<file path="config.mk">
export PLATFORM = sky130hd
export DESIGN_NAME = tmr_updown_top
export DESIGN_NICKNAME = d
export VERILOG_FILES = /design/src/rtl/tmr_pkg.sv /design/src/rtl/tmr_counter.sv /design/src/rtl/tmr_cmp_unit.sv /design/src/rtl/tmr_sticky.sv /design/src/rtl/tmr_updown_top.sv
export SDC_FILE = /design/constraint.sdc
export NUM_CORES = 1
export LEC_CHECK = 0
export BUFFER_PORTS_ARGS = -buffer_cell sky130_fd_sc_hd__buf_2
export CAP_MARGIN = 25
export CELL_PAD_IN_SITES_DETAIL_PLACEMENT = 1
export CELL_PAD_IN_SITES_GLOBAL_PLACEMENT = 1
export CORE_UTILIZATION = 31
export DETAILED_ROUTE_END_ITERATION = 10
export PLACE_DENSITY_LB_ADDON = 0.1
export REMOVE_ABC_BUFFERS = 1
export SYNTH_ARGS = -nofsm -noshare
export SYNTH_HDL_FRONTEND = slang
export SYNTH_SLANG_ARGS = --single-unit
</file>
<file path="constraint.sdc">
create_clock -name clk -period 3.2 [get_ports clk]
set_input_delay 0.32 -clock clk [delete_from_list [all_inputs] [get_ports clk]]
set_output_delay 0.32 -clock clk [all_outputs]
set_load 0.05 [all_outputs]
</file>
<file path="src/rtl/tmr_pkg.sv">
package tmr_pkg;

    typedef enum logic [1:0] {
        TM_WRAP       = 2'd0,
        TM_CLR_AT_CMP = 2'd1,
        TM_TRIANGLE   = 2'd2,
        TM_WRAP_ALT   = 2'd3
    } tmr_mode_e;

    typedef struct packed {
        logic bottom;
        logic max;
        logic top;
    } tmr_lim_s;

    localparam int NUM_FLAGS = 2;
    localparam int FLAG_OVF  = 0;
    localparam int FLAG_CMP  = 1;

    function automatic logic top_from_cmp(tmr_mode_e m);
        return m == TM_CLR_AT_CMP;
    endfunction

    function automatic logic cmp_buffered(tmr_mode_e m);
        return (m == TM_CLR_AT_CMP) || (m == TM_TRIANGLE);
    endfunction

endpackage

</file>
<file path="src/rtl/tmr_counter.sv">
module tmr_counter
    import tmr_pkg::*;
#(
    parameter int W = 8
) (
    input  logic         clk,
    input  logic         rst,
    input  logic         tick,
    input  tmr_mode_e    mode,
    input  logic         wr_en,
    input  logic [W-1:0] wr_data,
    input  logic [W-1:0] top_val,
    output logic [W-1:0] cnt_q,
    output tmr_lim_s     lim,
    output logic         ovf_evt,
    output logic         reload_evt
);
    localparam logic [W-1:0] MAXV = {W{1'b1}};
    localparam logic [W-1:0] ZERO = '0;

    logic         down_q, down_d;
    logic [W-1:0] cnt_d;
    logic [W-1:0] top_now;
    logic         step_ok;

    always_comb begin
        top_now    = top_from_cmp(mode) ? top_val : MAXV;
        lim.bottom = (cnt_q == ZERO);
        lim.max    = (cnt_q == MAXV);
        lim.top    = (cnt_q == top_now);
        step_ok    = tick && !wr_en;

        down_d = 1'b0;
        if (mode == TM_TRIANGLE) begin
            if (cnt_q == MAXV)      down_d = 1'b1;
            else if (cnt_q == ZERO) down_d = 1'b0;
            else                    down_d = down_q;
        end

        case (mode)
            TM_CLR_AT_CMP: cnt_d = (cnt_q == top_now) ? ZERO : cnt_q + 1'b1;
            TM_TRIANGLE:   cnt_d = down_d ? cnt_q - 1'b1 : cnt_q + 1'b1;
            default:       cnt_d = cnt_q + 1'b1;
        endcase

        ovf_evt = step_ok && ((mode == TM_TRIANGLE) ? (cnt_q == ZERO) : (cnt_q == MAXV));

        case (mode)
            TM_CLR_AT_CMP: reload_evt = step_ok && (cnt_q == top_now);
            TM_TRIANGLE:   reload_evt = step_ok && (cnt_q == ZERO);
            default:       reload_evt = 1'b0;
        endcase
    end

    always_ff @(posedge clk) begin
        if (rst) begin
            cnt_q  <= ZERO;
            down_q <= 1'b0;
        end else begin
            if (wr_en) begin
                cnt_q <= wr_data;
            end else if (tick) begin
                cnt_q  <= cnt_d;
                down_q <= down_d;
            end
            if (mode != TM_TRIANGLE) down_q <= 1'b0;
        end
    end

    AST_HOLD_NO_TICK: assert property (@(posedge clk) disable iff (rst)
        (!wr_en && !tick) |=> $stable(cnt_q));
    AST_WRITE_LOADS: assert property (@(posedge clk) disable iff (rst)
        wr_en |=> (cnt_q == $past(wr_data)));
    AST_CLR_BOUND: assert property (@(posedge clk) disable iff (rst)
        (mode == TM_CLR_AT_CMP && step_ok && cnt_q <= top_val) |=> (cnt_q <= $past(top_val)));
    AST_TRI_STEP: assert property (@(posedge clk) disable iff (rst)
        (mode == TM_TRIANGLE && step_ok) |=>
        ((cnt_q == $past(cnt_q) + 1'b1) || (cnt_q == $past(cnt_q) - 1'b1)));

endmodule

</file>
<file path="src/rtl/tmr_cmp_unit.sv">
module tmr_cmp_unit
    import tmr_pkg::*;
#(
    parameter int W = 8
) (
    input  logic         clk,
    input  logic         rst,
    input  logic         tick,
    input  tmr_mode_e    mode,
    input  logic         cmp_wr,
    input  logic         cnt_wr,
    input  logic [W-1:0] wr_data,
    input  logic [W-1:0] cnt_q,
    input  logic         reload_evt,
    output logic [W-1:0] act_q,
    output logic         match
);
    logic [W-1:0] buf_q;
    logic         hush_q;

    always_ff @(posedge clk) begin
        if (rst) begin
            buf_q  <= '0;
            act_q  <= '0;
            hush_q <= 1'b0;
        end else begin
            hush_q <= cnt_wr;
            if (cmp_wr) buf_q <= wr_data;
            if (!cmp_buffered(mode)) begin
                if (cmp_wr) act_q <= wr_data;
            end else if (reload_evt) begin
                act_q <= buf_q;
            end
        end
    end

    always_comb match = tick && !hush_q && (cnt_q == act_q);

    AST_MATCH_HUSH: assert property (@(posedge clk) disable iff (rst)
        cnt_wr |=> !match);
    AST_ACTIVE_HOLDS: assert property (@(posedge clk) disable iff (rst)
        (cmp_buffered(mode) && !reload_evt) |=> $stable(act_q));
    AST_DIRECT_LOAD: assert property (@(posedge clk) disable iff (rst)
        (!cmp_buffered(mode) && cmp_wr) |=> (act_q == $past(wr_data)));

endmodule

</file>
<file path="src/rtl/tmr_sticky.sv">
module tmr_sticky (
    input  logic clk,
    input  logic rst,
    input  logic set,
    input  logic clr,
    output logic q
);
    always_ff @(posedge clk) begin
        if (rst)      q <= 1'b0;
        else if (set) q <= 1'b1;
        else if (clr) q <= 1'b0;
    end

    AST_SET_WINS: assert property (@(posedge clk) disable iff (rst)
        set |=> q);
    AST_CLR_DROPS: assert property (@(posedge clk) disable iff (rst)
        (clr && !set) |=> !q);

endmodule

</file>
<file path="src/rtl/tmr_updown_top.sv">
module tmr_updown_top
    import tmr_pkg::*;
#(
    parameter int W = 8
) (
    input  logic         clk,
    input  logic         rst,
    input  logic         tick,
    input  logic [1:0]   mode,
    input  logic         cnt_wr,
    input  logic         cmp_wr,
    input  logic [W-1:0] wr_data,
    input  logic         ovf_clr,
    input  logic         cmp_clr,
    output logic [W-1:0] count,
    output logic         at_bottom,
    output logic         at_max,
    output logic         at_top,
    output logic [W-1:0] cmp_value,
    output logic         match_pulse,
    output logic         ovf_flag,
    output logic         cmp_flag
);
    tmr_mode_e mode_e;
    tmr_lim_s  lim;
    logic      ovf_evt, reload_evt;
    logic [NUM_FLAGS-1:0] flag_set, flag_clr, flag_q;

    always_comb mode_e = tmr_mode_e'(mode);

    tmr_counter #(.W(W)) u_cnt (
        .clk(clk), .rst(rst), .tick(tick), .mode(mode_e),
        .wr_en(cnt_wr), .wr_data(wr_data), .top_val(cmp_value),
        .cnt_q(count), .lim(lim), .ovf_evt(ovf_evt), .reload_evt(reload_evt)
    );

    tmr_cmp_unit #(.W(W)) u_cmp (
        .clk(clk), .rst(rst), .tick(tick), .mode(mode_e),
        .cmp_wr(cmp_wr), .cnt_wr(cnt_wr), .wr_data(wr_data),
        .cnt_q(count), .reload_evt(reload_evt),
        .act_q(cmp_value), .match(match_pulse)
    );

    always_comb begin
        flag_set[FLAG_OVF] = ovf_evt;
        flag_set[FLAG_CMP] = match_pulse;
        flag_clr[FLAG_OVF] = ovf_clr;
        flag_clr[FLAG_CMP] = cmp_clr;
        at_bottom = lim.bottom;
        at_max    = lim.max;
        at_top    = lim.top;
        ovf_flag  = flag_q[FLAG_OVF];
        cmp_flag  = flag_q[FLAG_CMP];
    end

    for (genvar g = 0; g < NUM_FLAGS; g++) begin : g_flag
        tmr_sticky u_flag (
            .clk(clk), .rst(rst), .set(flag_set[g]), .clr(flag_clr[g]), .q(flag_q[g])
        );
    end

    AST_MATCH_FLAGS: assert property (@(posedge clk) disable iff (rst)
        match_pulse |=> cmp_flag);

endmodule

</file>
==> summary.md <==
| Metric | Value |
|---|---|
| DPL Wire Length | 4576 um |
| Syn_area_per_cell | 7.802 sq um |
| Hold Crit Class | in -> reg |
| Clock H-tree levels | 1 |
| Area Overhead vs Synth | 16.69% |
| Cells along the critical path | inv_1, ha_1, nor3b_1, nand2_1, inv_1, buf_2 |
| Worst r2r src | u_cnt.cnt_q[0]$_SDFFE_PP0P_ |
| WP buf/inv | 3 |
| VDD IR max | 0.0003175 V |
| Placeable core area | 0.005956 sq mm |
| PwrDens | 445.9 mW/mm^2 |
| Grt ovf | 0 |
| # diodes | 0 |
| Row count | 28 |
| Hold Fails Final Rpt | 0 |
| Post-synthesis sequential area ratio | 29.20% |
| CP Data Arrival Time | 2.32 ns |
| Final setup vio count | 0 |
| CTS tree | yes |
| Max-slew headroom | 47.71% |
| Final-layout fill cell count | 766 |
| Vias in the first global route | 1,851 |
| Initial antenna violation count | 0 |
| Setup TNS | 0 ns |
| CP Max Fanout | 9 |
| CP max stage cell | nor3b_1 |
| Largest net degree at the start of global routing | 30 |
| GPL Wtd Cong | 0.7790 |
| Die width | 80.69 um |
| CP most frequent cell | inv_1 |
| Crit path max-delay family | simple AND/OR/NAND/NOR gates |
| Fin. max-slew vios | 0 |
| Layout cells sized above 1 | 18.77% |
| I/O pins | 39 |
| Setup crit end kind | primary output |
| Run status | completed |
| Hold path cells | 3 |
| Syn. warnings | 0 |
| DIE AREA | 0.006510 sq mm |
| GRT Total Usage | 20.35% |
| Worst Path Required | 2.88 ns |
| Fin util | 37.61% |
| Worst-path clk slew | 0.12 ns |
| Post-place setup slack | 0.6218 ns |
| Worst r2r path cells | 8 |
| EDFF count, synth | 0 |
| Clock sinks | 28 |
| DRT Pass-1 Iters | 4 |
| Seq. cell area | 560.5 sq um |
| Dominant synthesized flop cell | dfxtp_1 |
| Final ANT Viol Nets | 0 |
| Hold_sp | wr_data[2] |
| Mapped Area | 0.001919 sq mm |
| Port-buffer cells | 38 |
| Cts repair resizes | 0 |
| Vias/cell | 5.474 |
| Post-synth cell types | 51 |
| Synth cell count leaders | dfxtp_1, nor2_1, nor3_1 |
| Final nets | 299 |
| Worst path max stage delay | 0.50 ns |
| Critical Path Source | u_cnt.cnt_q[0]$_SDFFE_PP0P_ |
| Via count | 1,927 |
| RSZ-0062 raised after global routing | false |
| Pin slew with the least headroom to its limit | 0.7773 ns |
| Yosys reg bits | 28 |
| Startpoint Class | register |
| Post-route worst setup slack | 0.5624 ns |
| WP depth | 6 |
| Cell with the most instances after synthesis | dfxtp_1 |
| Die height | 80.69 um |
| Drt wl/cell | 17.52 um |
| Reg2reg end | u_cmp.act_q[3]$_SDFFE_PP0P_ |
| Clock root cell | clkbuf_8 |
| Setup slack, reg-to-reg | 0.57 ns |
| WHS Endpoint | u_cmp.buf_q[2]$_SDFFE_PP0P_ |
| Clock Skew | 0.01335 ns |
| Final wirelength | 6166 um |
| Worst-skew pair later-pin latency | 0.29 ns |
| Minimum clock period | 2.638 ns |
| Drt first-iter violations | 67 |
| CTS buffer count | 3 |
| Hold_buf cts | 0 |
| CP Class | reg -> out |
| Synth top area cells | dfxtp_1, nor3_1, a221oi_1, nor2_1, mux2i_1 |
| Top cell type's share of synthesized area | 29.20% |
| Post-CTS repair timing setup buffer count | 0 |
| Tcrit/Tclk final | 82.42% |
| DRC viols | 0 |
| Asr flop ratio synth | 0% |
| Multi-input logic area | 0.001226 sq mm |
| Max_cap viols | 0 |
| Fmax | 0.3791 GHz |
| Post-Synthesis Cells | 246 |
| CTS Buffer Depth | 2 |
| Cell taking the most area after synthesis | dfxtp_1 |
| Leakage power | 0.8856 nW |
| Initial core utilization | 32.23% |
| Worst hold slack | 0.3091 ns |
| First-pass GRT wire length | 10,010 um |
[final cells by class]
cell class | instances | area share, %
Multi-Input combinational cell | 186 | 54.75
Clock buffer | 3 | 1.844
Sequential cell | 28 | 25.03
Tap cell | 75 | 4.190
Clock inverter | 1 | 1.341
Timing Repair Buffer | 43 | 10.17
Inverter | 16 | 2.682
[metrics by stage]
stage | instance area, sq um | cells | total power [mW]
after floorplan | 1847 | 230 | 0.6134
after CTS | 2240 | 352 | 1.014
after detailed placement | 2168 | 348 | 0.7119
final | 2240 | 352 | 0.9987
after global routing | 2240 | 352 | 1.051
after global placement | 2168 | 348 | 0.7095
[routing by layer]
metal / GRT usage, % / part of all wire, % / up-vias
met4: 2.679 / 0.44 / 0
met5: 0 / 0 / -
met3: 3.068 / 1.8 / 2
met2: 34.24 / 48 / 19
met1: 27.79 / 49 / 938
li1: - / - / 968
[logic make-up (layout without fill, tap and decap cells)]
logic type	Yosys count	in the layout	share of synthesized area, %
AOI/OAI and AO/OA	60	60	23.73
xor gates and xnor gates	9	9	4.107
adders and majority gates	4	4	2.608
buffers and inverters	32	63	6.910
DFF	28	28	29.20
muxes	8	8	4.172
and+or+nand+nor	105	105	29.27
[report_power, final]
group          internal (mW)  leakage [nW]  switching, mW
sequential             0.372         0.230         0.0290
clock                  0.168        0.0357          0.129
combinational         0.0967         0.619          0.205
total                  0.636         0.886          0.362
[placed cells by master (no fill, tap or decap), types with 3 or more instances in the layout]
cell / n
a21oi_1: 13
inv_1: 15
nand3_1: 7
nor2_1: 23
xnor2_1: 8
o21ai_0: 8
o211ai_1: 3
clkbuf_8: 3
nor3_1: 21
nor4_1: 3
nand2_1: 12
ha_1: 4
a221oi_1: 10
nand4_1: 4
dfxtp_1: 28
a311oi_1: 3
nand2b_1: 9
buf_4: 5
o31ai_1: 3
mux2i_1: 8
nor3b_1: 3
buf_2: 38
nor2b_1: 12
[sequential cells by signal, indices dropped and copies added, names as in the netlist]
signal and cells:
u_cnt.down_q 1, g_flag.u_flag.q 2, u_cmp.buf_q 8, u_cnt.cnt_q 8, u_cmp.hush_q 1, u_cmp.act_q 8
[worst reg2reg max path, cell delays in order (launching register included)]
cell and delay (ns):
dfxtp_1 0.53, inv_1 0.15, ha_1 0.26, nor3b_1 0.20, nand2_1 0.18, inv_1 0.12, a32oi_1 0.67, a221oi_1 0.17
a311oi_1 0.27
[how the worst max path moves through the flow]
| stage | to | slack, ns |
|---|---|---|
| after floorplan | at_top | 0.20 |
| after CTS | u_cmp.act_q[3]$_SDFFE_PP0P_ | 0.58 |
| final | at_bottom | 0.56 |
| after detailed placement | u_cmp.act_q[3]$_SDFFE_PP0P_ | 0.62 |
| after global placement | u_cmp.act_q[3]$_SDFFE_PP0P_ | 0.70 |
| after global routing | u_cmp.act_q[7]$_SDFFE_PP0P_ | 0.27 |
(Power assumes the default switching activity.)
